## src/rtl/usb_rx_pkg.sv

```systemverilog
package usb_rx_pkg;

  typedef enum logic [1:0] {
    CRC_USB16  = 2'b00,
    CRC_USB5   = 2'b01,
    CRC_CCITT  = 2'b10,
    CRC_ALIAS  = 2'b11
  } crcSel_e;

  // strobes from control to datapath
  typedef struct packed {
    logic load;    // prime: load setup, clear counters
    logic run;     // engine running, timer advances
    logic sample;  // this cycle is a sample point
    logic take;    // accept a valid data bit
    logic drop;    // discard a stuffed bit
    logic commit;  // move completed byte to the buffer
  } rxStrobe_t;

  localparam logic [15:0] POLY_USB16 = 16'h8005;
  localparam logic [15:0] POLY_CCITT = 16'h1021;
  localparam logic [4:0]  POLY_USB5  = 5'h05;
  localparam logic [15:0] CRC_PRESET = 16'hFFFF;

endpackage

```

## src/rtl/usb_rx_crc.sv

```systemverilog
module usb_rx_crc
  import usb_rx_pkg::*;
(
  input  logic [15:0] crcIn,
  input  crcSel_e     crcSel,
  input  logic        bitIn,
  output logic [15:0] crcNext
);
  logic fbWide;
  logic fbNarrow;

  always_comb begin
    fbWide   = bitIn ^ crcIn[15];
    fbNarrow = bitIn ^ crcIn[4];
    case (crcSel)
      CRC_USB5:
        crcNext = {crcIn[15:5], {crcIn[3:0], 1'b0} ^ (fbNarrow ? POLY_USB5 : 5'd0)};
      CRC_CCITT:
        crcNext = {crcIn[14:0], 1'b0} ^ (fbWide ? POLY_CCITT : 16'd0);
      default:
        crcNext = {crcIn[14:0], 1'b0} ^ (fbWide ? POLY_USB16 : 16'd0);
    endcase
  end
endmodule

```

## src/rtl/usb_rx_datapath.sv

```systemverilog
module usb_rx_datapath
  import usb_rx_pkg::*;
#(
  parameter int DIV_W     = 8,
  parameter int STUFF_RUN = 6,
  parameter int BYTE_W    = 8
)(
  input  logic              clk,
  input  logic              rstN,
  input  rxStrobe_t         strobe,
  input  logic [DIV_W-1:0]  primeDivide,
  input  logic [1:0]        primePoly,
  input  logic              primeIdleDp,
  input  logic              lineDp,
  input  logic              lineDm,
  output logic              timerHit,
  output logic              se0,
  output logic              se1,
  output logic              dataBit,
  output logic              stuffSlot,
  output logic              lastBit,
  output logic [15:0]       crcOut,
  output logic [BYTE_W-1:0] byteOut
);
  localparam int ONES_W = $clog2(STUFF_RUN + 1);
  localparam int CNT_W  = $clog2(BYTE_W);
  localparam logic [DIV_W-1:0]  DIV_ONE  = 1;
  localparam logic [ONES_W-1:0] ONES_MAX = ONES_W'(STUFF_RUN);
  localparam logic [CNT_W-1:0]  CNT_LAST = CNT_W'(BYTE_W - 1);

  logic [DIV_W-1:0]  divReg;
  logic [DIV_W-1:0]  timer;
  crcSel_e           selReg;
  logic              prevDp;
  logic [15:0]       crcReg;
  logic [15:0]       crcNext;
  logic [BYTE_W-2:0] accReg;
  logic [ONES_W-1:0] onesCnt;
  logic [CNT_W-1:0]  bitCnt;
  logic [BYTE_W-1:0] bufReg;

  usb_rx_crc crc_i (
    .crcIn   (crcReg),
    .crcSel  (selReg),
    .bitIn   (dataBit),
    .crcNext (crcNext)
  );

  assign timerHit  = (timer == divReg - DIV_ONE);
  assign se0       = !lineDp && !lineDm;
  assign se1       = lineDp && lineDm;
  assign dataBit   = (lineDp == prevDp);
  assign stuffSlot = (onesCnt == ONES_MAX);
  assign lastBit   = (bitCnt == CNT_LAST);
  assign crcOut    = crcReg;
  assign byteOut   = bufReg;

  always_ff @(posedge clk or negedge rstN) begin
    if (!rstN) begin
      divReg  <= DIV_ONE;
      timer   <= '0;
      selReg  <= CRC_USB16;
      prevDp  <= 1'b1;
      crcReg  <= CRC_PRESET;
      accReg  <= '0;
      onesCnt <= '0;
      bitCnt  <= '0;
      bufReg  <= '0;
    end else if (strobe.load) begin
      divReg  <= primeDivide;
      timer   <= '0;
      selReg  <= crcSel_e'(primePoly);
      prevDp  <= primeIdleDp;
      crcReg  <= CRC_PRESET;
      accReg  <= '0;
      onesCnt <= '0;
      bitCnt  <= '0;
      bufReg  <= '0;
    end else begin
      if (strobe.sample)   timer <= '0;
      else if (strobe.run) timer <= timer + DIV_ONE;

      if (strobe.take) begin
        accReg  <= {dataBit, accReg[BYTE_W-2:1]};
        crcReg  <= crcNext;
        bitCnt  <= bitCnt + 1'b1;
        onesCnt <= dataBit ? onesCnt + 1'b1 : '0;
        prevDp  <= lineDp;
        if (strobe.commit) bufReg <= {dataBit, accReg};
      end else if (strobe.drop) begin
        onesCnt <= '0;
        prevDp  <= lineDp;
      end
    end
  end
endmodule

```

## src/rtl/usb_rx_ctrl.sv

```systemverilog
module usb_rx_ctrl
  import usb_rx_pkg::*;
(
  input  logic      clk,
  input  logic      rstN,
  input  logic      primeValid,
  input  logic      readStrobe,
  input  logic      timerHit,
  input  logic      se0,
  input  logic      se1,
  input  logic      dataBit,
  input  logic      stuffSlot,
  input  logic      lastBit,
  output rxStrobe_t strobe,
  output logic      active,
  output logic      rxReady,
  output logic      rxEnd,
  output logic      rxErr,
  output logic      rxOverrun
);
  logic sampleNow;
  logic lineOk;
  logic endEop;
  logic endErr;

  always_comb begin
    sampleNow = active && !primeValid && timerHit;
    lineOk    = !se0 && !se1;
    endEop    = sampleNow && se0;
    endErr    = sampleNow && (se1 || (lineOk && stuffSlot && dataBit));

    strobe        = '0;
    strobe.load   = primeValid;
    strobe.run    = active && !primeValid;
    strobe.sample = sampleNow;
    strobe.take   = sampleNow && lineOk && !stuffSlot;
    strobe.drop   = sampleNow && lineOk && stuffSlot && !dataBit;
    strobe.commit = strobe.take && lastBit;
  end

  always_ff @(posedge clk or negedge rstN) begin
    if (!rstN) begin
      active    <= 1'b0;
      rxReady   <= 1'b0;
      rxEnd     <= 1'b0;
      rxErr     <= 1'b0;
      rxOverrun <= 1'b0;
    end else if (primeValid) begin
      active    <= 1'b1;
      rxReady   <= 1'b0;
      rxEnd     <= 1'b0;
      rxErr     <= 1'b0;
      rxOverrun <= 1'b0;
    end else begin
      if (endEop || endErr) begin
        active <= 1'b0;
        rxEnd  <= 1'b1;
        rxErr  <= endErr;
      end
      if (strobe.commit) begin
        rxReady <= 1'b1;
        if (rxReady && !readStrobe) rxOverrun <= 1'b1;
      end else if (readStrobe) begin
        rxReady <= 1'b0;
      end
    end
  end
endmodule

```

## src/rtl/usb_rx_byte_engine.sv

```systemverilog
module usb_rx_byte_engine
  import usb_rx_pkg::*;
#(
  parameter int DIV_W     = 8,
  parameter int STUFF_RUN = 6
)(
  input  logic             clk,
  input  logic             rstN,
  input  logic             lineDp,
  input  logic             lineDm,
  input  logic             primeValid,
  input  logic [DIV_W-1:0] primeDivide,
  input  logic [1:0]       primePoly,
  input  logic             primeIdleDp,
  input  logic             readStrobe,
  output logic [7:0]       rxByte,
  output logic [15:0]      rxCrc,
  output logic             rxReady,
  output logic             rxEnd,
  output logic             rxErr,
  output logic             rxOverrun
);
  rxStrobe_t strobe;
  logic timerHit, se0, se1, dataBit, stuffSlot, lastBit;
  logic engineActive;
  logic sampleTick;

  assign sampleTick = strobe.sample;

  usb_rx_ctrl ctrl_i (
    .clk        (clk),
    .rstN       (rstN),
    .primeValid (primeValid),
    .readStrobe (readStrobe),
    .timerHit   (timerHit),
    .se0        (se0),
    .se1        (se1),
    .dataBit    (dataBit),
    .stuffSlot  (stuffSlot),
    .lastBit    (lastBit),
    .strobe     (strobe),
    .active     (engineActive),
    .rxReady    (rxReady),
    .rxEnd      (rxEnd),
    .rxErr      (rxErr),
    .rxOverrun  (rxOverrun)
  );

  usb_rx_datapath #(
    .DIV_W     (DIV_W),
    .STUFF_RUN (STUFF_RUN),
    .BYTE_W    (8)
  ) dp_i (
    .clk         (clk),
    .rstN        (rstN),
    .strobe      (strobe),
    .primeDivide (primeDivide),
    .primePoly   (primePoly),
    .primeIdleDp (primeIdleDp),
    .lineDp      (lineDp),
    .lineDm      (lineDm),
    .timerHit    (timerHit),
    .se0         (se0),
    .se1         (se1),
    .dataBit     (dataBit),
    .stuffSlot   (stuffSlot),
    .lastBit     (lastBit),
    .crcOut      (rxCrc),
    .byteOut     (rxByte)
  );
endmodule

```

## config.mk

```make
export PLATFORM = sky130hd
export DESIGN_NAME = usb_rx_byte_engine
export DESIGN_NICKNAME = d
export VERILOG_FILES = /design/src/rtl/usb_rx_pkg.sv /design/src/rtl/usb_rx_crc.sv /design/src/rtl/usb_rx_datapath.sv /design/src/rtl/usb_rx_ctrl.sv /design/src/rtl/usb_rx_byte_engine.sv
export SDC_FILE = /design/constraint.sdc
export NUM_CORES = 1
export LEC_CHECK = 0
export ABC_AREA = 1
export ABC_CLOCK_PERIOD_IN_PS = 3000
export BUFFER_PORTS_ARGS = -buffer_cell sky130_fd_sc_hd__buf_2
export CORE_MARGIN = 4
export CORE_UTILIZATION = 57
export DETAILED_ROUTE_END_ITERATION = 16
export GPL_ROUTABILITY_DRIVEN = 1
export GPL_TIMING_DRIVEN = 0
export PLACE_DENSITY = 0.8
export SYNTH_ARGS = -nofsm -noshare
export SYNTH_HDL_FRONTEND = slang
export SYNTH_SLANG_ARGS = --single-unit
export TNS_END_PERCENT = 50
```

## constraint.sdc

```tcl
create_clock -name clk -period 3 [get_ports clk]
set_clock_uncertainty 0.05 [all_clocks]
set_input_delay 0.3 -clock clk [delete_from_list [all_inputs] [get_ports clk]]
set_output_delay 0.3 -clock clk [all_outputs]
set_load 0.05 [all_outputs]
```

==> results of run 1 <==
[worst max-delay path, cell delays in order, from the launching register on]
cell and delay [ps]:
dfstp_2 550, inv_2 70, ha_1 300, inv_1 40, nand2_1 50, nand2_1 40
nor2_1 120, nand2_2 70, nor2_4 90, nand3_2 80, nor2_4 210, nand4_4 240
nand2_8 200, inv_4 40, buf_6 140, nand2_1 70, nand2_1 50
[sequential cells by signal, indices dropped and copies added (netlist names), 2 cells and up]
name          count
dp_i.crcOut      16
dp_i.divReg       8
dp_i.selReg       2
dp_i.bitCnt       3
dp_i.accReg       7
dp_i.onesCnt      3
dp_i.byteOut      8
dp_i.timer        8
[cell usage in the layout (no fill, tap or decap), types with 5 or more instances in the layout]
master,count
buf_2,43
clkbuf_1,7
clkbuf_8,11
dfrtp_1,43
dfstp_2,18
ha_1,10
inv_1,42
nand2_1,148
nand3_1,52
nor2_1,26
o21ai_0,24
o22ai_1,5
[power by group]
part | switching (mW) | internal [mW] | total (mW) | leakage, nW
clock network | 0.326 | 0.511 | 0.837 | 0.116
registers | 0.0438 | 0.893 | 0.937 | 0.765
logic | 0.301 | 0.121 | 0.422 | 1.15
[per-stage QoR]
step           hold slack, ps  total power, mW
4_1_cts                 100.2            2.206
5_1_grt                 42.77            2.305
3_5_place_dp            409.9            1.370
3_3_place_gp            406.0            1.359
6_report               -28.36            2.196
2_1_floorplan          -45.59            1.264
[path summary, 6_finish.rpt]
path / depth (start not counted) / to / slack [ps]
worst max-delay path: 16 / dp_i.accReg[2] / 470
worst min register to register: 2 / dp_i.crcOut[10] / 420
worst min-delay path: 1 / dp_i.divReg[5] / -30
min in group clk: 3 / dp_i.divReg[5] / 110
worst max register to register: 16 / dp_i.accReg[2] / 470
max in group asynchronous: 1 / dp_i.byteOut[2] / 2430
[per-layer routing]
metal	vias up	routed length (um)
met2	54	3631
met1	1349	3413
met4	0	105
li1	1445	-
met3	13	315
met5	-	0
[kinds of logic (layout without fill, tap and decap cells)]
group,after synthesis,count (layout)
XOR/XNOR,5,5
flip-flops,61,61
AND/OR/NAND/NOR,248,248
AO/OA/AOI/OAI,38,38
buffers and inverters,59,118
adder cells (fa/ha/maj),10,10
[area by class of cell]
class | instances | area share, %
repair buffers | 43 | 5.694
well taps | 72 | 2.356
plain buffers | 10 | 1.603
multi-input cells | 301 | 39.04
clock buffers | 12 | 4.058
inverters | 49 | 4.908
clock inverters | 4 | 1.832
flip-flops and latches | 61 | 40.51
==> impl_metrics.xml, run 1 <==
<?xml version="1.0" encoding="UTF-8"?>
<metrics>
  <group name="die">
    <metric name="dieHeight" unit="um">83.98</metric>
    <metric name="start_util" unit="%">59.39</metric>
    <metric name="floorplan.core_area" unit="um2">5540</metric>
    <metric name="die_width" unit="um">83.98</metric>
    <metric name="floorplan.rows" unit="">27</metric>
    <metric name="die_area" unit="um2">7053</metric>
    <metric name="io-pin-count" unit="">45</metric>
  </group>
  <group name="drt">
    <metric name="number_of_nets_with_antenna_violations_after_routing" unit="">0</metric>
    <metric name="detailroute.via_count" unit="">2861</metric>
    <metric name="wl_per_cell" unit="um">13.52</metric>
    <metric name="total_wirelength_of_the_detailed_routed_design" unit="mm">7.465</metric>
    <metric name="firstDrtPassIters" unit="">4</metric>
    <metric name="drc" unit="">0</metric>
    <metric name="vias_per_cell" unit="">5.183</metric>
    <metric name="detailedRoute.firstIterationViolations" unit="">194</metric>
  </group>
  <group name="finish">
    <metric name="layout.nets" unit="">502</metric>
    <metric name="finish.utilization" unit="%">69.02</metric>
    <metric name="syn2layout_area_growth" unit="%">16.20</metric>
    <metric name="finalNonFillerCells" unit="">552</metric>
    <metric name="filler_cell_count" unit="">465</metric>
    <metric name="seq_area" unit="um2">1549</metric>
    <metric name="antennaDiodeCount" unit="">0</metric>
    <metric name="multi_input_combinational_cell_area" unit="um2">1493</metric>
    <metric name="final_design_area_no_fill" unit="um2">3824</metric>
    <metric name="post_route_cells_drive_above_1_share" unit="%">22.08</metric>
  </group>
  <group name="global_routing">
    <metric name="grt_antenna_before_repair" unit="">0</metric>
    <metric name="grt.overflow.total" unit="">0</metric>
    <metric name="met2_track_demand_over_resource" unit="%">38.11</metric>
    <metric name="globalRoute.busiestLayer" unit="">met2</metric>
    <metric name="grt_use_met1" unit="%">29.55</metric>
    <metric name="grt_pass1_vias" unit="">2793</metric>
    <metric name="globalRouteTotalUtil" unit="%">22.77</metric>
    <metric name="grt_start_max_net_pins" unit="">62</metric>
    <metric name="gr-usage-met3" unit="%">4.541</metric>
    <metric name="wire_length_of_the_first_global_routing_pass" unit="mm">12.93</metric>
  </group>
  <group name="worst_setup_path">
    <metric name="worst_ep_arrival_time" unit="ps">2710</metric>
    <metric name="critPathLaunch" unit="">dp_i.divReg[0]</metric>
    <metric name="timing.critical_path.from_type" unit="">flip-flop</metric>
    <metric name="required" unit="ps">3180</metric>
    <metric name="end_kind" unit="">flip-flop</metric>
    <metric name="cp_max_fo" unit="">10</metric>
    <metric name="ws_path_type" unit="">reg -&gt; reg</metric>
    <metric name="reg2reg_from" unit="">dp_i.divReg[0]</metric>
  </group>
  <group name="synth">
    <metric name="synth_xor_xnor_area_share" unit="%">1.331</metric>
    <metric name="synth_compound_gate_area_share" unit="%">6.388</metric>
    <metric name="synth_top_family_by_area" unit="">simple AND/OR/NAND/NOR gates</metric>
    <metric name="synth_largest_area_cell" unit="">dfrtp_1</metric>
    <metric name="yosys.cell_types.count" unit="">35</metric>
    <metric name="synth-seq-area-share" unit="%">47.07</metric>
    <metric name="netlist.area_leader.share" unit="%">32.70</metric>
    <metric name="yosysMostFrequentCell" unit="">nand2_1</metric>
    <metric name="yosys.area_share.simple" unit="%">33.84</metric>
    <metric name="number_of_storage_elements_in_the_synthesis_netlist" unit="">61</metric>
    <metric name="mappedNetlistNets" unit="">448</metric>
    <metric name="number_of_enable_type_register_cells_in_the_synthesized_netlist" unit="">0</metric>
    <metric name="netlist_top_cells_area" unit="">dfrtp_1, nand2_1, dfstp_2</metric>
    <metric name="syn_inst" unit="">421</metric>
    <metric name="yosys_most_used_dff" unit="">dfrtp_1</metric>
    <metric name="synth.mux.area_fraction" unit="%">0</metric>
    <metric name="synth-warning-count" unit="">0</metric>
    <metric name="synth.cell_area" unit="um2">3291</metric>
    <metric name="asyncSetResetFlopFracSynth" unit="%">100.0</metric>
    <metric name="syn-mean-instance-area" unit="um2">7.816</metric>
    <metric name="post_synthesis_adder_cell_area_fraction" unit="%">3.802</metric>
    <metric name="ranking_of_synthesized_cells_by_instance_count" unit="">nand2_1, nand3_1, dfrtp_1</metric>
  </group>
  <group name="timing">
    <metric name="max_slew_headroom" unit="%">49.80</metric>
    <metric name="final-hold-violation-count" unit="">37</metric>
    <metric name="slew_at_the_pin_with_the_worst_max_slew_slack" unit="ps">753.0</metric>
    <metric name="final.setup.tns" unit="ps">0</metric>
    <metric name="finalHoldWorstSlack" unit="ps">-28.36</metric>
    <metric name="finalSetupViolations" unit="">0</metric>
    <metric name="finalCritPeriodShare" unit="%">84.37</metric>
    <metric name="final.min_clock_period" unit="ps">2531</metric>
    <metric name="peak_freq" unit="MHz">395.1</metric>
    <metric name="final-max-slew-violation-count" unit="">0</metric>
    <metric name="post-route-worst-setup-slack" unit="ps">468.9</metric>
    <metric name="rsz_0062_raised_after_global_routing" unit="">false</metric>
  </group>
  <group name="cts">
    <metric name="tritoncts" unit="">yes</metric>
    <metric name="worstSkewPairLatency" unit="ps">340</metric>
    <metric name="clk_pin_slew" unit="ps">70</metric>
    <metric name="cts_hold_buf" unit="">0</metric>
    <metric name="cts_resized" unit="">0</metric>
    <metric name="post_cts_setup_repair_bufs" unit="">0</metric>
    <metric name="clock_tree.buffer_depth" unit="">2</metric>
    <metric name="cts-htree-levels" unit="">3</metric>
    <metric name="cts_buffers" unit="">9</metric>
    <metric name="clock_sink_count" unit="">61</metric>
    <metric name="root_buffer" unit="">clkbuf_8</metric>
  </group>
  <group name="pwr">
    <metric name="power.density_cell_area" unit="nW/um2">574.4</metric>
    <metric name="maximum_resistive_drop_on_vdd" unit="mV">0.3857</metric>
    <metric name="static-leakage-power" unit="nW">2.027</metric>
  </group>
  <group name="place">
    <metric name="place_hpwl" unit="mm">5.167</metric>
    <metric name="placed_area" unit="um2">3596</metric>
    <metric name="cell_total_after_placement" unit="">536</metric>
    <metric name="placement.io_buffers" unit="">43</metric>
    <metric name="final_estimated_routing_congestion_in_global_placement" unit="">0.8823</metric>
    <metric name="pre_cts_slack" unit="ps">489.2</metric>
  </group>
  <group name="run">
    <metric name="cap_viol_max_count" unit="">0</metric>
  </group>
  <group name="run_status">
    <metric name="run_status" unit="">finished, violations left</metric>
    <metric name="failing_checks" unit="">hold timing</metric>
  </group>
  <group name="hold_path">
    <metric name="hp-class" unit="">in -&gt; async</metric>
  </group>
</metrics>
(Power assumes the default switching activity.)
==> run 2: changes to the inputs <==
ABC_AREA = 0   (was 1)
ABC_CLOCK_PERIOD_IN_PS = 2100   (was 3000)
CORE_UTILIZATION = 52   (was 57)
PLACE_DENSITY = 0.77   (was 0.8)
clock period = 2.1 ns   (was 3 ns; I/O delays follow)
==> impl_metrics.xml, run 2 <==
<?xml version="1.0" encoding="UTF-8"?>
<metrics>
  <group name="worst_setup_path">
    <metric name="r2r.worst_path.cells" unit="">7</metric>
    <metric name="worst_ep_arrival_time" unit="ps">2950</metric>
    <metric name="cp_max_fo" unit="">7</metric>
    <metric name="end_kind" unit="">flip-flop</metric>
    <metric name="timing.critical_path.from_type" unit="">flip-flop</metric>
    <metric name="critical_path.cell_chain" unit="">or3_4 -&gt; o31a_1 -&gt; or4_4 -&gt; a221o_1 -&gt; or2_1 -&gt; buf_6 -&gt; mux2_4</metric>
    <metric name="reg2reg_from" unit="">dp_i.divReg[3]</metric>
    <metric name="ws_path_type" unit="">reg -&gt; reg</metric>
    <metric name="r2r_setup_slack" unit="ps">-680</metric>
    <metric name="required" unit="ps">2270</metric>
    <metric name="max_stage_delay" unit="ps">460</metric>
    <metric name="timing.critical_path.slowest_stage_cell" unit="">dfrtp_2</metric>
    <metric name="critPathLaunch" unit="">dp_i.divReg[3]</metric>
    <metric name="last_element_of_the_critical_path" unit="">dp_i.byteOut[2]</metric>
    <metric name="worst_r2r_endpoint" unit="">dp_i.byteOut[2]</metric>
  </group>
  <group name="synth">
    <metric name="number_of_enable_type_register_cells_in_the_synthesized_netlist" unit="">0</metric>
    <metric name="synth_compound_gate_area_share" unit="%">12.14</metric>
    <metric name="yosysMostFrequentCell" unit="">dfrtp_1</metric>
    <metric name="mappedNetlistNets" unit="">347</metric>
    <metric name="synth_top_family_by_area" unit="">simple AND/OR/NAND/NOR gates</metric>
    <metric name="syn_inst" unit="">320</metric>
    <metric name="synth-warning-count" unit="">0</metric>
    <metric name="asyncSetResetFlopFracSynth" unit="%">100.0</metric>
    <metric name="post_synthesis_adder_cell_area_fraction" unit="%">3.865</metric>
    <metric name="synth_xor_xnor_area_share" unit="%">4.600</metric>
    <metric name="number_of_storage_elements_in_the_synthesis_netlist" unit="">61</metric>
    <metric name="synth_largest_area_cell" unit="">dfrtp_1</metric>
    <metric name="yosys.cell_types.count" unit="">52</metric>
    <metric name="yosys.area_share.simple" unit="%">15.96</metric>
    <metric name="netlist.area_leader.share" unit="%">33.24</metric>
    <metric name="synth.mux.area_fraction" unit="%">11.67</metric>
    <metric name="yosys_most_used_dff" unit="">dfrtp_1</metric>
    <metric name="syn-mean-instance-area" unit="um2">10.12</metric>
    <metric name="synth.cell_area" unit="um2">3237</metric>
    <metric name="netlist_top_cells_area" unit="">dfrtp_1, dfstp_2, mux2i_1</metric>
    <metric name="synth-seq-area-share" unit="%">47.85</metric>
    <metric name="ranking_of_synthesized_cells_by_instance_count" unit="">dfrtp_1, nor2_1, nand2_1</metric>
  </group>
  <group name="die">
    <metric name="die_area" unit="um2">7551</metric>
    <metric name="io-pin-count" unit="">45</metric>
    <metric name="dieHeight" unit="um">86.90</metric>
    <metric name="die_width" unit="um">86.90</metric>
    <metric name="floorplan.rows" unit="">28</metric>
    <metric name="start_util" unit="%">54.03</metric>
    <metric name="floorplan.core_area" unit="um2">5991</metric>
  </group>
  <group name="cts">
    <metric name="root_buffer" unit="">clkbuf_8</metric>
    <metric name="cts-htree-levels" unit="">3</metric>
    <metric name="clock_sink_count" unit="">61</metric>
    <metric name="worstSkewPairLatency" unit="ps">340</metric>
    <metric name="clock_tree.buffer_depth" unit="">2</metric>
    <metric name="cts_buffers" unit="">9</metric>
    <metric name="clk_pin_slew" unit="ps">70</metric>
    <metric name="tritoncts" unit="">yes</metric>
  </group>
  <group name="finish">
    <metric name="filler_cell_count" unit="">459</metric>
    <metric name="syn2layout_area_growth" unit="%">27.17</metric>
    <metric name="antennaDiodeCount" unit="">0</metric>
    <metric name="final_design_area_no_fill" unit="um2">4116</metric>
    <metric name="largest_register_ffs" unit="">16</metric>
    <metric name="post_route_cells_drive_above_1_share" unit="%">35.97</metric>
    <metric name="mostFrequentLayoutCell" unit="">buf_2</metric>
    <metric name="layout.cells.most_common_list" unit="">buf_2, dfrtp_1, nor2_1</metric>
    <metric name="layout.nets" unit="">414</metric>
  </group>
  <group name="run_status">
    <metric name="failing_checks" unit="">setup timing</metric>
    <metric name="run_status" unit="">finished, violations left</metric>
  </group>
  <group name="pwr">
    <metric name="static-leakage-power" unit="nW">1.849</metric>
    <metric name="total_power" unit="mW">2.754</metric>
    <metric name="maximum_resistive_drop_on_vdd" unit="mV">0.4465</metric>
    <metric name="power.density_cell_area" unit="nW/um2">669.0</metric>
  </group>
  <group name="drt">
    <metric name="wl_per_cell" unit="um">16.05</metric>
    <metric name="total_wirelength_of_the_detailed_routed_design" unit="mm">7.496</metric>
    <metric name="vias_per_cell" unit="">5.572</metric>
    <metric name="firstDrtPassIters" unit="">4</metric>
    <metric name="detailroute.via_count" unit="">2602</metric>
    <metric name="drc" unit="">0</metric>
    <metric name="detailedRoute.firstIterationViolations" unit="">119</metric>
    <metric name="number_of_nets_with_antenna_violations_after_routing" unit="">0</metric>
  </group>
  <group name="timing">
    <metric name="post-route-worst-setup-slack" unit="ps">-678.2</metric>
    <metric name="finalSetupViolations" unit="">51</metric>
    <metric name="peak_freq" unit="MHz">359.9</metric>
    <metric name="finalHoldWorstSlack" unit="ps">33.86</metric>
    <metric name="finalCritPeriodShare" unit="%">132.3</metric>
    <metric name="rsz_0062_raised_after_global_routing" unit="">true</metric>
    <metric name="slew_at_the_pin_with_the_worst_max_slew_slack" unit="ps">765.9</metric>
    <metric name="final.setup.tns" unit="ps">-24780</metric>
    <metric name="final-max-slew-violation-count" unit="">0</metric>
    <metric name="final-hold-violation-count" unit="">0</metric>
    <metric name="max_slew_headroom" unit="%">48.94</metric>
    <metric name="final.min_clock_period" unit="ps">2778</metric>
  </group>
  <group name="place">
    <metric name="placement.io_buffers" unit="">44</metric>
    <metric name="place_hpwl" unit="mm">5.020</metric>
    <metric name="final_estimated_routing_congestion_in_global_placement" unit="">0.8283</metric>
    <metric name="placed_area" unit="um2">3675</metric>
    <metric name="pre_cts_slack" unit="ps">-785.5</metric>
  </group>
  <group name="hold_path">
    <metric name="hp-class" unit="">in -&gt; reg</metric>
  </group>
  <group name="global_routing">
    <metric name="globalRouteTotalUtil" unit="%">21.22</metric>
    <metric name="grt.overflow.total" unit="">0</metric>
    <metric name="wire_length_of_the_first_global_routing_pass" unit="mm">12.30</metric>
    <metric name="grt_start_max_net_pins" unit="">62</metric>
    <metric name="grt_antenna_before_repair" unit="">0</metric>
    <metric name="grt_pass1_vias" unit="">2593</metric>
  </group>
  <group name="run">
    <metric name="cap_viol_max_count" unit="">0</metric>
  </group>
</metrics>
## run 2: cell types whose count changed after synthesis, moves of 12 or more
cell and delta:
a21oi_1 +15, inv_1 -27, mux2i_1 +22, nand2_1 -120, nand3_1 -48, nor2_1 +12
## run 2: how the worst min path moves through the flow
stage / cells past startpoint / start / end
after floorplan: 0 / rstN / ctrl_i.active
after global placement: 3 / primePoly[1] / dp_i.selReg[1]
after detailed placement: 3 / primePoly[1] / dp_i.selReg[1]
after CTS: 3 / primePoly[1] / dp_i.selReg[1]
after global routing: 3 / primeIdleDp / dp_i.prevDp
final: 3 / primeIdleDp / dp_i.prevDp
## run 2: per-layer routing
metal / up-vias / global-route usage [%] / wire (um)
li1: 1250 / - / -
met2: 58 / 35.06 / 3760
met1: 1283 / 27.26 / 3322
met5: - / 0 / 0
met3: 11 / 3.690 / 283
met4: 0 / 9.348 / 129
## run 2: stage by stage
| step | instances | util (%) |
|---|---|---|
| 2_1_floorplan | 320 | - |
| 5_1_grt | 467 | 68.71 |
| 4_1_cts | 462 | 67.23 |
| 3_3_place_gp | 439 | 61.34 |
| 3_5_place_dp | 439 | 61.34 |
| 6_report | 467 | 68.71 |
## run 2: power breakdown
part / total (mW) / switching [mW] / leakage [nW] / internal [mW]
sequential: 1.24 / 0.0300 / 0.761 / 1.21
combinational: 0.381 / 0.222 / 0.972 / 0.159
clock: 1.14 / 0.459 / 0.115 / 0.676
total: 2.75 / 0.711 / 1.85 / 2.04
## run 2: cells by family (layout without fill, tap and decap cells)
| family | after synthesis | count (layout) |
|---|---|---|
| and+or+nand+nor | 109 | 109 |
| DFF | 61 | 61 |
| AOI/OAI and AO/OA | 59 | 59 |
| muxes | 34 | 34 |
| buffers and inverters | 30 | 102 |
| xor gates and xnor gates | 17 | 17 |
| adders and majority gates | 10 | 10 |
## run 2: area by class of cell
cell class / count / area (um2) / share of cell area, %
plain buffers: 14 / 107.6 / 2.614
clock buffers: 15 / 220.2 / 5.350
clock inverters: 1 / 5.005 / 0.1216
inverters: 15 / 56.30 / 1.368
multi-input cells: 229 / 1743 / 42.34
flip-flops and latches: 61 / 1551 / 37.69
well taps: 75 / 93.84 / 2.280
repair buffers: 57 / 339.1 / 8.237
## run 2: critical path: cells and delay by family (launching register included)
kind / cells / cell delay (ps)
simple gates: 3 / 1050
compound gates: 2 / 630
flops: 1 / 460
mux: 1 / 300
buf+inv: 1 / 150
## run 2: timing repair
action                     4_1_cts  5_1_grt
hold endpoints to repair         0       43
pin swaps                        9        5
cloned                           1        0
buffers inserted                 6        5
gates resized for setup         22       13
setup endpoints to repair       51       51
hold buffers                     0        1
==> run 3: changes to the inputs <==
SKIP_LAST_GASP = 1   (was not set)
==> impl_metrics.xml, run 3 (synthesis gave the netlist of run 2 again) <==
<?xml version="1.0" encoding="UTF-8"?>
<metrics>
  <group name="die">
    <metric name="die_width" unit="um">86.90</metric>
    <metric name="io-pin-count" unit="">45</metric>
    <metric name="dieHeight" unit="um">86.90</metric>
    <metric name="floorplan.core_area" unit="um2">5991</metric>
    <metric name="start_util" unit="%">54.03</metric>
    <metric name="floorplan.rows" unit="">28</metric>
    <metric name="die_area" unit="um2">7551</metric>
  </group>
  <group name="worst_setup_path">
    <metric name="max_stage_delay" unit="ps">460</metric>
    <metric name="r2r.worst_path.cells" unit="">7</metric>
    <metric name="worst_r2r_endpoint" unit="">dp_i.byteOut[2]</metric>
    <metric name="last_element_of_the_critical_path" unit="">dp_i.byteOut[2]</metric>
    <metric name="critical_path.cell_chain" unit="">or3_4 -&gt; o31a_1 -&gt; or4_4 -&gt; a221o_1 -&gt; or2_1 -&gt; buf_6 -&gt; mux2_4</metric>
    <metric name="ws_path_type" unit="">reg -&gt; reg</metric>
    <metric name="end_kind" unit="">flip-flop</metric>
    <metric name="timing.critical_path.from_type" unit="">flip-flop</metric>
    <metric name="critPathLaunch" unit="">dp_i.divReg[3]</metric>
    <metric name="reg2reg_from" unit="">dp_i.divReg[3]</metric>
    <metric name="worst_ep_arrival_time" unit="ps">2960</metric>
    <metric name="cp_max_fo" unit="">7</metric>
    <metric name="required" unit="ps">2270</metric>
    <metric name="r2r_setup_slack" unit="ps">-680</metric>
    <metric name="timing.critical_path.slowest_stage_cell" unit="">dfrtp_2</metric>
  </group>
  <group name="drt">
    <metric name="drc" unit="">0</metric>
    <metric name="detailedRoute.firstIterationViolations" unit="">123</metric>
    <metric name="total_wirelength_of_the_detailed_routed_design" unit="mm">7.373</metric>
    <metric name="vias_per_cell" unit="">5.542</metric>
    <metric name="firstDrtPassIters" unit="">4</metric>
    <metric name="wl_per_cell" unit="um">15.79</metric>
    <metric name="number_of_nets_with_antenna_violations_after_routing" unit="">0</metric>
    <metric name="detailroute.via_count" unit="">2588</metric>
  </group>
  <group name="global_routing">
    <metric name="grt_antenna_before_repair" unit="">0</metric>
    <metric name="grt_pass1_vias" unit="">2581</metric>
    <metric name="grt_start_max_net_pins" unit="">62</metric>
    <metric name="grt.overflow.total" unit="">0</metric>
    <metric name="wire_length_of_the_first_global_routing_pass" unit="mm">12.16</metric>
    <metric name="globalRouteTotalUtil" unit="%">20.92</metric>
  </group>
  <group name="place">
    <metric name="placement.io_buffers" unit="">44</metric>
    <metric name="pre_cts_slack" unit="ps">-785.5</metric>
    <metric name="placed_area" unit="um2">3675</metric>
    <metric name="place_hpwl" unit="mm">5.020</metric>
    <metric name="final_estimated_routing_congestion_in_global_placement" unit="">0.8283</metric>
  </group>
  <group name="hold_path">
    <metric name="hp-class" unit="">in -&gt; reg</metric>
    <metric name="hold_path_startpoint" unit="">primeIdleDp</metric>
  </group>
  <group name="cts">
    <metric name="cts-htree-levels" unit="">3</metric>
    <metric name="clk_pin_slew" unit="ps">70</metric>
    <metric name="root_buffer" unit="">clkbuf_8</metric>
    <metric name="clock_tree.buffer_depth" unit="">2</metric>
    <metric name="clock_sink_count" unit="">61</metric>
    <metric name="worstSkewPairLatency" unit="ps">350</metric>
    <metric name="tritoncts" unit="">yes</metric>
    <metric name="cts_buffers" unit="">9</metric>
  </group>
  <group name="timing">
    <metric name="rsz_0062_raised_after_global_routing" unit="">true</metric>
    <metric name="peak_freq" unit="MHz">359.1</metric>
    <metric name="max_slew_headroom" unit="%">49.26</metric>
    <metric name="final.setup.tns" unit="ps">-25910</metric>
    <metric name="slew_at_the_pin_with_the_worst_max_slew_slack" unit="ps">761.1</metric>
    <metric name="post-route-worst-setup-slack" unit="ps">-684.8</metric>
    <metric name="finalSetupViolations" unit="">51</metric>
    <metric name="finalHoldWorstSlack" unit="ps">33.26</metric>
    <metric name="final-hold-violation-count" unit="">0</metric>
    <metric name="final.min_clock_period" unit="ps">2785</metric>
    <metric name="finalCritPeriodShare" unit="%">132.6</metric>
    <metric name="final-max-slew-violation-count" unit="">0</metric>
  </group>
  <group name="pwr">
    <metric name="clockPowerShare" unit="%">41.4</metric>
    <metric name="power.net_switching" unit="uW">702.3</metric>
    <metric name="power.density_cell_area" unit="nW/um2">674.9</metric>
    <metric name="share_seq_of_total_power" unit="%">45.1</metric>
    <metric name="intPower" unit="mW">2.040</metric>
    <metric name="sw_frac_of_total" unit="%">25.61</metric>
    <metric name="combPwrFrac" unit="%">13.5</metric>
    <metric name="static-leakage-power" unit="nW">1.835</metric>
    <metric name="maximum_resistive_drop_on_vdd" unit="mV">0.4252</metric>
  </group>
  <group name="run">
    <metric name="cap_viol_max_count" unit="">0</metric>
  </group>
  <group name="finish">
    <metric name="layout.cells.most_common_list" unit="">buf_2, dfrtp_1, nor2_1</metric>
    <metric name="antennaDiodeCount" unit="">0</metric>
    <metric name="layout.nets" unit="">414</metric>
    <metric name="post_route_cells_drive_above_1_share" unit="%">33.93</metric>
    <metric name="finish.utilization" unit="%">67.82</metric>
    <metric name="final_design_area_no_fill" unit="um2">4063</metric>
    <metric name="filler_cell_count" unit="">465</metric>
    <metric name="mostFrequentLayoutCell" unit="">buf_2</metric>
    <metric name="syn2layout_area_growth" unit="%">25.51</metric>
    <metric name="largest_register_ffs" unit="">16</metric>
  </group>
  <group name="run_status">
    <metric name="failing_checks" unit="">setup timing</metric>
    <metric name="run_status" unit="">finished, violations left</metric>
  </group>
</metrics>
[run 3: changes by cell type in the layout (fill, tap and decap cells not counted), sizes merged]
cell | previous run | this run
clkbuf | 24 | 25
buf | 61 | 60
[run 3: how the worst min path moves through the flow]
stage	endpoint	slack [ps]	depth (start not counted)
finish	dp_i.prevDp	30	3
global route	dp_i.prevDp	40	3
CTS	dp_i.selReg[1]	20	3
detailed placement	dp_i.selReg[1]	390	3
global placement	dp_i.selReg[1]	380	3
floorplan	ctrl_i.active	-140	0
[run 3: worst max-delay path, delay by kind of cell, from the launching register on]
family                 cells  cell delay, ps
multiplexers               1             300
AND/OR/NAND/NOR            3            1060
flip-flops                 1             460
buffers and inverters      1             150
AO/OA/AOI/OAI              2             640
[run 3: area by class of cell]
cell class / count / area, um2 / area share, %
clock buffers: 15 / 220.2 / 5.420
well taps: 75 / 93.84 / 2.310
plain buffers: 14 / 103.9 / 2.556
repair buffers: 57 / 339.1 / 8.346
clock inverters: 1 / 5.005 / 0.1232
flip-flops and latches: 61 / 1551 / 38.19
multi-input cells: 229 / 1693 / 41.67
inverters: 15 / 56.30 / 1.386
[run 3: power by group through the flow]
stage | combinational, mW | sequential, mW | clock (mW)
2_1_floorplan | 0.243 | 1.25 | 0
3_3_place_gp | 0.332 | 1.26 | 0
3_5_place_dp | 0.343 | 1.26 | 0
4_1_cts | 0.363 | 1.24 | 1.15
5_1_grt | 0.411 | 1.24 | 1.20
6_report | 0.371 | 1.24 | 1.13
[run 3: per-stage QoR]
stage / cells / power [mW]
finish: 467 / 2.742
global route: 467 / 2.853
CTS: 462 / 2.754
detailed placement: 439 / 1.602
global placement: 439 / 1.591
floorplan: 320 / 1.497
[run 3: per-layer routing]
metal  wire (um)  global-route usage [%]
met1        3357                   27.13
met2        3656                   34.16
met3         214                   3.690
met4         145                   9.348
met5           0                       0
[run 3: what timing repair did]
action | CTS | global route
endpoints found under the hold margin | 0 | 43
resized for setup | 12 | 5
pin swaps | 3 | 3
gates cloned | 1 | 0
setup buffers | 6 | 5
setup endpoints to repair | 51 | 51
hold buffers | 0 | 1
